==> config.mk <==
export PLATFORM = sky130hd
export DESIGN_NAME = pfq_unit
export DESIGN_NICKNAME = d
export VERILOG_FILES = /design/src/rtl/pfq_pkg.sv /design/src/rtl/pfq_byte_fifo.sv /design/src/rtl/pfq_bus_seq.sv /design/src/rtl/pfq_unit.sv
export SDC_FILE = /design/constraint.sdc
export NUM_CORES = 1
export LEC_CHECK = 0
export BUFFER_PORTS_ARGS = -buffer_cell sky130_fd_sc_hd__buf_2
export CAP_MARGIN = 20
export CORE_MARGIN = 2
export CORE_UTILIZATION = 45
export CTS_BUF_LIST = sky130_fd_sc_hd__clkbuf_2 sky130_fd_sc_hd__clkbuf_4 sky130_fd_sc_hd__clkbuf_8
export CTS_CLUSTER_SIZE = 20
export DETAILED_ROUTE_END_ITERATION = 8
export GPL_ROUTABILITY_DRIVEN = 0
export PLACE_DENSITY = 0.68
export SYNTH_ARGS = -nofsm -noshare
export SYNTH_HDL_FRONTEND = slang
export SYNTH_SLANG_ARGS = --single-unit
==> constraint.sdc <==
create_clock -name clk -period 4.3 [get_ports clk]
set_input_delay 1.29 -clock clk [delete_from_list [all_inputs] [get_ports clk]]
set_output_delay 1.29 -clock clk [all_outputs]
set_load 0.02 [all_outputs]
==> src/rtl/pfq_pkg.sv <==
package pfq_pkg;
  localparam int DATA_W = 16;

  typedef enum logic [1:0] {
    BUS_IDLE  = 2'd0,
    BUS_FETCH = 2'd1,
    BUS_DATA  = 2'd2
  } bus_st_t;

  // bytes delivered by one prefetch, given the low address bit
  function automatic logic [1:0] fetch_len(input logic odd);
    return odd ? 2'd1 : 2'd2;
  endfunction
endpackage

==> src/rtl/pfq_byte_fifo.sv <==
module pfq_byte_fifo #(
  parameter int DEPTH = 6,
  parameter int CW    = $clog2(DEPTH + 1)
) (
  input  logic          clk,
  input  logic          rst,
  input  logic          flush,
  input  logic [1:0]    push_n,
  input  logic [7:0]    push_d0,
  input  logic [7:0]    push_d1,
  input  logic          pop,
  output logic [7:0]    head,
  output logic [CW-1:0] count,
  output logic          nonempty
);
  localparam int PW = (DEPTH > 1) ? $clog2(DEPTH) : 1;

  logic [7:0]    store [DEPTH];
  logic [PW-1:0] rptr, wptr, wptr1;

  function automatic logic [PW-1:0] inc(input logic [PW-1:0] p);
    return (p == PW'(DEPTH - 1)) ? '0 : p + 1'b1;
  endfunction

  assign wptr1 = inc(wptr);

  // storage without reset
  always_ff @(posedge clk) begin
    if (push_n != 2'd0) store[wptr] <= push_d0;
    if (push_n == 2'd2) store[wptr1] <= push_d1;
  end

  always_ff @(posedge clk) begin
    if (rst || flush) begin
      rptr  <= '0;
      wptr  <= '0;
      count <= '0;
    end else begin
      if (pop) rptr <= inc(rptr);
      case (push_n)
        2'd1:    wptr <= wptr1;
        2'd2:    wptr <= inc(wptr1);
        default: wptr <= wptr;
      endcase
      count <= count + CW'(push_n) - CW'(pop);
    end
  end

  assign head     = store[rptr];
  assign nonempty = (count != '0);
endmodule

==> src/rtl/pfq_bus_seq.sv <==
module pfq_bus_seq
  import pfq_pkg::*;
#(
  parameter int           AW         = 20,
  parameter int           DEPTH      = 6,
  parameter int           CW         = $clog2(DEPTH + 1),
  parameter logic [AW-1:0] RESET_ADDR = 20'hFFFF0
) (
  input  logic              clk,
  input  logic              rst,
  input  logic              redir_valid,
  input  logic [AW-1:0]     redir_addr,
  input  logic [CW-1:0]     count,
  input  logic              dreq_valid,
  input  logic              dreq_write,
  input  logic [AW-1:0]     dreq_addr,
  input  logic [DATA_W-1:0] dreq_wdata,
  output logic              dreq_done,
  output logic [DATA_W-1:0] dreq_rdata,
  output logic              mem_req,
  output logic              mem_we,
  output logic [AW-1:0]     mem_addr,
  output logic [DATA_W-1:0] mem_wdata,
  input  logic              mem_ready,
  input  logic [DATA_W-1:0] mem_rdata,
  output logic              flush,
  output logic [1:0]        push_n,
  output logic [7:0]        push_d0,
  output logic [7:0]        push_d1,
  output bus_st_t           st
);
  localparam int FREE_MIN = 2;
  localparam int ROOM_MAX = DEPTH - FREE_MIN;

  logic [AW-1:0] ip;
  logic          stale;
  logic          xfer_end, room, take_data, fetch_keep;

  assign xfer_end   = mem_req & mem_ready;
  assign room       = (count <= CW'(ROOM_MAX));
  assign take_data  = dreq_valid & ~dreq_done;
  assign flush      = redir_valid;
  assign fetch_keep = (st == BUS_FETCH) & xfer_end & ~stale & ~redir_valid;

  always_comb begin
    push_n  = fetch_keep ? fetch_len(mem_addr[0]) : 2'd0;
    push_d0 = mem_addr[0] ? mem_rdata[15:8] : mem_rdata[7:0];
    push_d1 = mem_rdata[15:8];
  end

  always_ff @(posedge clk) begin
    if (rst) begin
      st         <= BUS_IDLE;
      mem_req    <= 1'b0;
      mem_we     <= 1'b0;
      mem_addr   <= '0;
      mem_wdata  <= '0;
      ip         <= RESET_ADDR;
      stale      <= 1'b0;
      dreq_done  <= 1'b0;
      dreq_rdata <= '0;
    end else begin
      dreq_done <= 1'b0;
      if (redir_valid) ip <= redir_addr;
      case (st)
        BUS_IDLE: begin
          if (take_data) begin
            mem_req   <= 1'b1;
            mem_we    <= dreq_write;
            mem_addr  <= dreq_addr;
            mem_wdata <= dreq_wdata;
            st        <= BUS_DATA;
          end else if (room && !redir_valid) begin
            mem_req  <= 1'b1;
            mem_we   <= 1'b0;
            mem_addr <= ip;
            stale    <= 1'b0;
            st       <= BUS_FETCH;
          end
        end
        BUS_FETCH: begin
          if (redir_valid) stale <= 1'b1;
          if (xfer_end) begin
            mem_req <= 1'b0;
            st      <= BUS_IDLE;
            if (!stale && !redir_valid)
              ip <= ip + AW'(fetch_len(mem_addr[0]));
          end
        end
        BUS_DATA: begin
          if (xfer_end) begin
            mem_req   <= 1'b0;
            mem_we    <= 1'b0;
            st        <= BUS_IDLE;
            dreq_done <= 1'b1;
            if (!mem_we) dreq_rdata <= mem_rdata;
          end
        end
        default: st <= BUS_IDLE;
      endcase
    end
  end
endmodule

==> src/rtl/pfq_unit.sv <==
module pfq_unit
  import pfq_pkg::*;
#(
  parameter int            AW         = 20,
  parameter int            QDEPTH     = 6,
  parameter logic [AW-1:0] RESET_ADDR = 20'hFFFF0
) (
  input  logic              clk,
  input  logic              rst,
  input  logic              redir_valid,
  input  logic [AW-1:0]     redir_addr,
  output logic              q_valid,
  output logic [7:0]        q_byte,
  input  logic              q_ready,
  input  logic              dreq_valid,
  input  logic              dreq_write,
  input  logic [AW-1:0]     dreq_addr,
  input  logic [DATA_W-1:0] dreq_wdata,
  output logic              dreq_done,
  output logic [DATA_W-1:0] dreq_rdata,
  output logic              mem_req,
  output logic              mem_we,
  output logic [AW-1:0]     mem_addr,
  output logic [DATA_W-1:0] mem_wdata,
  input  logic              mem_ready,
  input  logic [DATA_W-1:0] mem_rdata
);
  localparam int CW = $clog2(QDEPTH + 1);

  logic [CW-1:0] occ_count;
  logic          q_flush, q_pop;
  logic [1:0]    q_push_n;
  logic [7:0]    q_d0, q_d1;
  bus_st_t       bus_st;

  assign q_pop = q_valid & q_ready & ~q_flush;

  pfq_byte_fifo #(.DEPTH(QDEPTH), .CW(CW)) u_fifo (
    .clk      (clk),
    .rst      (rst),
    .flush    (q_flush),
    .push_n   (q_push_n),
    .push_d0  (q_d0),
    .push_d1  (q_d1),
    .pop      (q_pop),
    .head     (q_byte),
    .count    (occ_count),
    .nonempty (q_valid)
  );

  pfq_bus_seq #(.AW(AW), .DEPTH(QDEPTH), .CW(CW), .RESET_ADDR(RESET_ADDR)) u_bus (
    .clk         (clk),
    .rst         (rst),
    .redir_valid (redir_valid),
    .redir_addr  (redir_addr),
    .count       (occ_count),
    .dreq_valid  (dreq_valid),
    .dreq_write  (dreq_write),
    .dreq_addr   (dreq_addr),
    .dreq_wdata  (dreq_wdata),
    .dreq_done   (dreq_done),
    .dreq_rdata  (dreq_rdata),
    .mem_req     (mem_req),
    .mem_we      (mem_we),
    .mem_addr    (mem_addr),
    .mem_wdata   (mem_wdata),
    .mem_ready   (mem_ready),
    .mem_rdata   (mem_rdata),
    .flush       (q_flush),
    .push_n      (q_push_n),
    .push_d0     (q_d0),
    .push_d1     (q_d1),
    .st          (bus_st)
  );
endmodule

==> flow_summary.toml, run 1 <==
[placed_design]
dpl_cell_area_um2 = 7497
io_buffer_count = 142
post-dp-hpwl_um = 12340

[die]
dieArea_um2 = 15930
die_x_um = 126.2
ioPinCount = 143
start_util_pct = 46.08
rows = 44
core_area_um2 = 14590
die_height_um = 126.2

[cts]
cts-root-buf = "clkbuf_8"
insertion_delay_ns = 0.44
clock_sinks = 138
post-cts-setup-buffers = 0
tritoncts = "built"
clk_pin_slew_worst_paths_ns = 0.07
hold_buffers = 0
ctsLongestPathBuffers = 2
htree_levels = 4
cts_buffers = 17
cts-resized-gates = 0

[final_layout]
final_nets = 865
stdcell_area_um2 = 7943
diodes = 0
drive_gt1_share_pct = 32.15
area_delta_synth_final_pct = 18.15
fillCellCount = 1251

[yosys]
syn-num-nets = 744
synth_warnings = 0
synth_common_cells = "dfxtp_1 (90), nand2_1 (86), a21oi_1 (76), edfxtp_1 (48), mux2_2 (48)"
syn-cell-area_um2 = 6723
synth_top_area_share_pct = 26.80
ys_dominant_reg_cell = "dfxtp_1"
synth-seq-cells = 138
synthCells = 653
synth.most_common_cell = "dfxtp_1"
synth_edf_count = 48
async_flop_share_pct = 0
yosys-top-cells-area = "dfxtp_1 (27%), edfxtp_1 (21%), mux2_2 (8.0%), a21oi_1 (5.7%), nand2_1 (4.8%)"
yosys.area.top_type = "dfxtp_1"
syn_avg_cell_area_um2 = 10.30
ys_seq_area_share_pct = 48.24
synth_cell_types = 62

[route]
detail-route-antenna-nets = 0
vias = 5534
routed_wl_um = 17140
first_pass_iters = 5
drt_iter0_markers = 389
drc_errors = 0
post_drt_via_cell_ratio = 5.699
wl_per_cell_um = 17.65

[sta]
setup_violations = 0
hold_violations = 0
tns_ns = 0
fmax_mhz = 285.0
period_minus_slack_ns = 3.508
tightest_slew_ns = 0.9498
rsz0062_at_grt = "false"
skew_ns = 0.009593
fin_crit_sh_pct = 81.59
slew_violations = 0
max-slew-margin-rel_pct = 36.45

[global_route]
overflow = 0
antenna_found_initial = 0
grt_pass1_vias = 5327
grt_usage_pct = 21.85
grt_max_degree = 53
grt_pass1_wl_um = 27440

[setup_path]
cp.required_ns = 3.01
path_buf_inv = 1
regToRegStartpoint = "u_bus.st[1]$_SDFFE_PP0P_"
crit_path_end_kind = "output port"
critPathTopFamily = "flip-flops"
crit_path_top_delay_cell = "dfxtp_1"
worst_setup_path_start_kind = "flip-flop"
rr_worst_depth = 9
r2r_setup_slack_ns = 1.42
path_class = "flip-flop to output port"
cp.arrival_ns = 2.22
cpPeakStageDelay_ns = 0.82
crit_path_max_fanout = 12
r2r_end = "u_fifo.store[2][2]$_DFFE_PP_"
crit_chain = "mux4_2, nor2_1, a21oi_1, buf_2"

[run]
drv_cap = 0

[power_and_ir_drop]
p_leak_nw = 3.150
p_total_mw = 3.328
peakVddDrop_uv = 212.2
powerDensity_nw_per_um2 = 419.0

[min_path]
min_from = "u_bus.mem_wdata[10]$_SDFFE_PP0P_"
min_path_cells = 2
hold_class = "flip-flop to flip-flop"
whs_endpoint = "u_bus.mem_wdata[10]$_SDFFE_PP0P_"

[status]
status = "completed"
==> worst min-delay path, cell delays in order, from the launching register on <==
cell	delay (ns)
dfxtp_1	0.31
nand2_1	0.05
a21oi_1	0.05
==> report_power, final <==
group | internal (mW) | leakage, nW | total [mW] | switching (mW)
clock | 0.650 | 0.219 | 1.17 | 0.518
sequential | 1.44 | 1.17 | 1.51 | 0.0694
combinational | 0.262 | 1.76 | 0.649 | 0.387
==> state kept, by name (all words and copies together) (netlist names), named ones only <==
signal	count
u_bus.stale	1
u_bus.mem_addr	20
u_fifo.wptr	3
u_bus.mem_wdata	16
u_bus.st	2
u_bus.mem_req	1
u_bus.dreq_done	1
u_fifo.rptr	3
u_fifo.count	3
u_bus.ip	20
u_fifo.store	48
u_bus.mem_we	1
u_bus.dreq_rdata	16
==> layer usage <==
| layer | track usage, % | wire [um] | vias to the layer above |
|---|---|---|---|
| met1 | 28.41 | 7460 | 2647 |
| met4 | 7.886 | 387 | 0 |
| met3 | 5.353 | 1115 | 28 |
| met2 | 35.58 | 8175 | 211 |
| met5 | 0 | 0 | - |
| li1 | - | - | 2648 |
==> metrics by stage <==
step	util [%]	setup slack (ns)	instances	hold slack, ns
6_report	54.44	0.7918	971	0.4531
5_1_grt	54.44	0.6032	971	0.4708
4_1_cts	54.44	0.7287	971	0.4563
3_5_place_dp	51.39	0.6907	939	0.4458
3_3_place_gp	51.39	0.7838	939	0.4393
2_1_floorplan	-	1.099	653	0.4546
==> cells in the final DEF, fill, tap and decap left out, types with 7 or more instances in the layout <==
cell type,count
or3_1,9
and3_1,9
mux2i_1,28
nor3_1,18
and2_1,8
inv_1,14
a211oi_1,27
edfxtp_1,48
clkbuf_8,18
a21oi_1,76
nand3_1,10
mux4_2,8
o21ai_0,9
mux2_2,48
nand2_1,86
nor2_1,27
ha_1,10
buf_2,142
nand4_1,7
dfxtp_1,90
==> how the worst max path moves through the flow <==
stage                                  to  cells past startpoint         from  slack, ns
6_report                        q_byte[0]                      4    flip-flop       0.79
5_1_grt                         q_byte[5]                      4    flip-flop       0.60
4_1_cts                         q_byte[1]                      4    flip-flop       0.73
3_5_place_dp   u_fifo.count[2]$_SDFF_PP0_                     11    mem_ready       0.69
3_3_place_gp   u_fifo.count[2]$_SDFF_PP0_                     11    mem_ready       0.78
2_1_floorplan  u_fifo.count[2]$_SDFF_PP0_                     11  redir_valid       1.10
==> area by class of cell <==
cell class,count,area [um2],share of cell area [%]
flip-flops and latches,138,3243,40.83
repair buffers,147,748.2,9.420
multi-input cells,456,3223,40.58
clock buffers,18,247.7,3.119
well taps,184,230.2,2.899
inverters,14,52.55,0.6616
clock inverters,14,197.7,2.489
==> cell families after synthesis <==
family          share of synthesized area [%]
compound gates                          13.34
xor+xnor                                1.303
fa+ha+maj                               2.457
buf+inv                                 3.852
flops                                   48.24
mux                                     14.89
simple gates                            15.91
(Power assumes the default switching activity.)
==> run 2, diff against run 1 <==
ABC_AREA = 1   (was not set)
clock period = 3.31 ns   (was 4.3 ns; I/O delays follow)
==> run 2 against run 1 <==
  * Via count grew 16%
  * Cell count is 30% higher
  * Area after synthesis up 2.3%
  * Core utilization decreased by 0.40 points
  * Die area is 2.2% higher
  * Combinational power rose by 120%
  * Critical path depth rose by 3
  * First-iteration DRC count is 19% higher
  * Largest power group unchanged
  * Setup slack got worse by 0.32 ns
  * Count of clock-buffer cells in the layout is 2 higher
  * Non-clock buffer count grew 18
  * Design area up 2.7%
  * Critical path type unchanged
==> flow_summary.toml, run 2 <==
[sta]
setup_violations = 0
rsz0062_at_grt = "false"
slew_violations = 0
tns_ns = 0
tightest_slew_ns = 0.7029
period_minus_slack_ns = 2.843
max-slew-margin-rel_pct = 52.83
skew_ns = 0.01185
fin_crit_sh_pct = 85.88
fmax_mhz = 351.8
setup_ws_ns = 0.4674
hold_violations = 0

[route]
topRoutingLayerUsed = "met4"
routed_wl_um = 18270
wl_per_cell_um = 14.52
drc_errors = 0
met1_length_um = 8073
post_drt_via_cell_ratio = 5.081
first_pass_iters = 6
detail-route-antenna-nets = 0
drt_iter0_markers = 463
vias = 6392
wl_met3_um = 959
wl_met2_um = 8829

[yosys]
synth_common_cells = "nand2_1 (239), o21ai_0 (129), nor2_1 (109), dfxtp_1 (90), inv_1 (68)"
synth-seq-cells = 138
syn-num-nets = 1009
syn-cell-area_um2 = 6874
synth_warnings = 0
synth_cell_types = 36
yosys.area.top_type = "dfxtp_1"
yosys-top-cells-area = "dfxtp_1 (26%), edfxtp_1 (21%), nand2_1 (13%), o21ai_0 (9.4%), nor2_1 (6.0%)"
synthCells = 918
synth.most_common_cell = "nand2_1"
ys_dominant_reg_cell = "dfxtp_1"
synth_top_area_share_pct = 26.21
async_flop_share_pct = 0
synth_edf_count = 48
ys_seq_area_share_pct = 47.18
syn_avg_cell_area_um2 = 7.488

[placed_design]
pre_cts_ws_ns = 0.2759
post-dp-hpwl_um = 13190
io_buffer_count = 142
dpl_cell_area_um2 = 7791

[global_route]
grt_pass1_vias = 5888
overflow = 0
grt_usage_pct = 22.86
grt_pass1_wl_um = 29040
grt_max_degree = 42
antenna_found_initial = 0

[power_and_ir_drop]
clkPwrFrac_pct = 26.6
p_total_mw = 4.823
power.switching_mw = 1.719
intPower_mw = 3.104
peakVddDrop_uv = 354.5
p_comb_share_pct = 29.9
swShare_pct = 35.64
power_frac_seq_pct = 43.5
p_leak_nw = 3.913
powerDensity_nw_per_um2 = 591.4

[die]
die_height_um = 127.6
die_x_um = 127.6
start_util_pct = 45.56
core_area_um2 = 15090
dieArea_um2 = 16280
ioPinCount = 143
rows = 45

[setup_path]
crit_path_top_delay_cell = "dfxtp_1"
path_buf_inv = 3
regToRegStartpoint = "u_bus.st[1]$_SDFFE_PP0P_"
worst_setup_path_start_kind = "flip-flop"
path_class = "flip-flop to output port"
crit_path_max_fanout = 15
cp.required_ns = 2.32
crit_chain = "inv_1, buf_4, nand2_1, nand2_1, nand2_1, o22ai_1, buf_2"
cp_common_cell = "nand2_1"
cpPeakStageDelay_ns = 0.32
critPathTopFamily = "buffers and inverters"
crit_path_end_kind = "output port"
cp.arrival_ns = 1.85

[final_layout]
largest_reg_flops = 48
drive_gt1_share_pct = 20.47
final_common_cell = "nand2_1"
top_register = "u_fifo.store"
area_delta_synth_final_pct = 18.62
largestRegisters = "u_fifo.store (48), u_bus.ip (20), u_bus.mem_addr (20)"
diodes = 0
stdcell_area_um2 = 8154
final_nets = 1148
fillCellCount = 1481
final_cell_mix = "nand2_1 (239), buf_2 (142), o21ai_0 (128)"

[cts]
tritoncts = "built"
ctsLongestPathBuffers = 2
hold_buffers = 0
insertion_delay_ns = 0.45
cts-root-buf = "clkbuf_8"
cts_buffers = 17
post-cts-setup-buffers = 0
cts-resized-gates = 0
clock_sinks = 138
clk_pin_slew_worst_paths_ns = 0.07
htree_levels = 4

[min_path]
min_from = "u_bus.mem_wdata[10]$_SDFFE_PP0P_"
hold_class = "flip-flop to flip-flop"

[run]
drv_cap = 0

[status]
status = "completed"
## run 2: changes by cell type in the layout (fill, tap and decap cells not counted), sizes merged, moves of 16 or more
| cell | delta |
|---|---|
| mux2 | -48 |
| mux2i | -28 |
| nand2 | +158 |
| buf | +18 |
| nor2 | +86 |
| o21ai | +148 |
| inv | +57 |
| nand3 | +35 |
| a211oi | -27 |
| a21oi | -16 |
## run 2: cells by family (layout without fill, tap and decap cells)
logic type	Yosys count	in the layout	synth area share (%)
simple gates	413	413	24.75
compound gates	231	231	17.69
flops	138	138	47.18
buf+inv	116	268	6.953
fa+ha+maj	12	12	2.403
xor+xnor	8	8	1.019
## run 2: layout make-up
type	count	area [um2]	area share (%)
flip-flops and latches	138	3243	39.77
multi-input cells	664	3161	38.76
repair buffers	165	883.3	10.83
inverters	71	269.0	3.299
clock buffers	20	262.8	3.222
well taps	188	235.2	2.885
clock inverters	12	100.1	1.228
## run 2: stage by stage
stage	utilization, %	std cells	hold slack [ns]
after floorplan	-	918	0.4607
after global placement	51.63	1226	0.4451
after detailed placement	51.63	1226	0.4503
after CTS	54.04	1258	0.4650
after global routing	54.04	1258	0.4789
final	54.04	1258	0.4583
## run 2: power by group through the flow
| stage | clock network, mW | registers, mW | logic [mW] |
|---|---|---|---|
| CTS | 1.31 | 2.10 | 1.45 |
| detailed placement | 0 | 2.14 | 1.44 |
| floorplan | 0 | 2.29 | 0.817 |
| global placement | 0 | 2.13 | 1.43 |
| finish | 1.28 | 2.10 | 1.44 |
| global route | 1.38 | 2.12 | 1.63 |
## run 2: worst reg2reg max path, delay by kind of cell (launching register included)
kind,cells,cell delay (ns)
AOI/OAI and AO/OA,1,0.12
adders and majority gates,4,1.07
buffers and inverters,4,0.28
DFF,1,0.35
and+or+nand+nor,4,0.64
## run 2: final timing paths
| kind | slack, ns | endpoint | cells past startpoint |
|---|---|---|---|
| max | 0.47 | q_byte[3] | 7 |
| min | 0.46 | u_bus.mem_wdata[10]$_SDFFE_PP0P_ | 2 |
| max reg2reg | 0.79 | u_fifo.count[2]$_SDFF_PP0_ | 13 |
| min reg2reg | 0.46 | u_bus.mem_wdata[10]$_SDFFE_PP0P_ | 2 |
## run 2: metal layers
metal / vias up / global-route usage (%)
li1: 3300 / -
met1: 2881 / 28.62
met2: 176 / 38.75
met3: 35 / 5.235
met4: 0 / 8.209
met5: - / 0
==> run 3, diff against run 2 <==
CORE_UTILIZATION = 35   (was 45)
PLACE_DENSITY = not set   (was 0.68)
==> run 3 against run 2 <==
  * Sequential share of layout area decreased by 0.85 points
  * Die area rose by 28%
  * Total power increased by 5.9%
  * Largest power group unchanged
  * Register-to-register slack is essentially flat
==> flow_summary.toml, run 3 (same netlist as run 2, synthesis figures left out) <==
[status]
status = "completed"

[route]
drc_errors = 0
wl_per_cell_um = 14.42
vias = 6434
drt_iter0_markers = 373
first_pass_iters = 5
post_drt_via_cell_ratio = 4.812
detail-route-antenna-nets = 0
routed_wl_um = 19280

[die]
start_util_pct = 35.44
die_x_um = 144.1
die_height_um = 144.1
ioPinCount = 143
dieArea_um2 = 20780
core_area_um2 = 19400
rows = 51

[cts]
clock_sinks = 138
ctsLongestPathBuffers = 2
cts-root-buf = "clkbuf_8"
tritoncts = "built"
insertion_delay_ns = 0.46
post-cts-setup-buffers = 0
hold_buffers = 0
cts_buffers = 17
cts-resized-gates = 0
clk_pin_slew_worst_paths_ns = 0.08
htree_levels = 4

[global_route]
grt_pass1_wl_um = 29860
grt_max_degree = 41
antenna_found_initial = 1
grt_usage_pct = 18.69
overflow = 0
grt_pass1_vias = 5924

[power_and_ir_drop]
p_comb_share_pct = 28.7
swShare_pct = 35.14
powerDensity_nw_per_um2 = 613.2
peakVddDrop_uv = 285.9
intPower_mw = 3.314
power_frac_seq_pct = 41.1
p_leak_nw = 3.942
clkPwrFrac_pct = 30.3
power.switching_mw = 1.796

[final_layout]
top_register = "u_fifo.store"
final_common_cell = "nand2_1"
fillCellCount = 2031
drive_gt1_share_pct = 20.54
largest_reg_flops = 48
area_delta_synth_final_pct = 21.20
largestRegisters = "u_fifo.store (48), u_bus.ip (20), u_bus.mem_addr (20)"
final_nets = 1149
final_cell_mix = "nand2_1 (239), buf_2 (142), o21ai_0 (128)"
stdcell_area_um2 = 8332

[setup_path]
crit_path_end_kind = "output port"
cp.arrival_ns = 1.88
cp.required_ns = 2.32
crit_path_top_delay_cell = "inv_1"
crit_chain = "inv_1, buf_4, nor2_1, o22ai_1, buf_2"
crit_path_max_fanout = 18
r2r_end = "u_fifo.count[2]$_SDFF_PP0_"
worst_setup_path_start_kind = "flip-flop"
regToRegStartpoint = "u_bus.st[1]$_SDFFE_PP0P_"
r2r_setup_slack_ns = 0.78
path_class = "flip-flop to output port"
cpPeakStageDelay_ns = 0.39
rr_worst_depth = 13

[sta]
fin_crit_sh_pct = 86.75
hold_violations = 0
tightest_slew_ns = 0.8025
period_minus_slack_ns = 2.871
fmax_mhz = 348.3
rsz0062_at_grt = "false"
holdWs_ns = 0.4605
skew_ns = 0.01127
slew_violations = 0
setup_violations = 0
tns_ns = 0
max-slew-margin-rel_pct = 46.14

[placed_design]
dpl_cell_area_um2 = 7895
io_buffer_count = 142
post-dp-hpwl_um = 13670

[min_path]
hold_class = "flip-flop to flip-flop"
min_path_cells = 2
whs_endpoint = "u_bus.mem_wdata[7]$_SDFFE_PP0P_"
min_from = "u_bus.mem_wdata[7]$_SDFFE_PP0P_"

[run]
drv_cap = 0
## run 3: final cells by class
cell class | count | area (um2) | area share [%]
diodes | 1 | 2.502 | 0.03003
multi-input cells | 664 | 3161 | 37.93
clock inverters | 14 | 192.7 | 2.313
well taps | 265 | 331.6 | 3.980
flip-flops and latches | 138 | 3243 | 38.92
clock buffers | 18 | 241.5 | 2.898
repair buffers | 166 | 890.9 | 10.69
inverters | 71 | 269.0 | 3.229
## run 3: metal layers
| layer | GRT usage [%] | up-vias | wire length [um] | part of all wire [%] |
|---|---|---|---|---|
| met1 | 24.51 | 2889 | 8736 | 45 |
| met4 | 7.256 | 0 | 464 | 2.4 |
| met3 | 4.437 | 28 | 1215 | 6.3 |
| met5 | 0 | - | 0 | 0 |
| li1 | - | 3306 | - | - |
| met2 | 29.92 | 211 | 8859 | 46 |
## run 3: worst max-delay path, delay by kind of cell (launching register included)
family	cells	cell delay [ns]
flip-flops	1	0.33
AND/OR/NAND/NOR	1	0.05
AO/OA/AOI/OAI	1	0.20
buffers and inverters	3	0.84
## run 3: power by group through the flow
stage          clock network [mW]  registers (mW)  logic, mW
2_1_floorplan                   0            2.29      0.817
3_3_place_gp                    0            2.14       1.45
3_5_place_dp                    0            2.14       1.46
4_1_cts                      1.58            2.10       1.47
5_1_grt                      1.65            2.12       1.65
6_report                     1.55            2.10       1.47
## run 3: worst max-delay path by stage
stage	endpoint	slack, ns	cells past startpoint
global placement	u_fifo.count[2]$_SDFF_PP0_	0.28	11
finish	q_byte[0]	0.44	5
floorplan	u_fifo.store[1][0]$_DFFE_PP_	0.08	11
global route	q_byte[5]	0.36	6
CTS	q_byte[0]	0.45	5
detailed placement	u_fifo.count[2]$_SDFF_PP0_	0.23	11
## run 3: through the flow
step / power (mW) / setup slack (ns) / instances / utilization, %
final: 5.109 / 0.4387 / 1337 / 42.95
after CTS: 5.145 / 0.4525 / 1336 / 42.94
after detailed placement: 3.595 / 0.2340 / 1304 / 40.70
after floorplan: 3.107 / 0.08115 / 918 / -
after global placement: 3.587 / 0.2764 / 1304 / 40.70
after global routing: 5.424 / 0.3599 / 1337 / 42.95
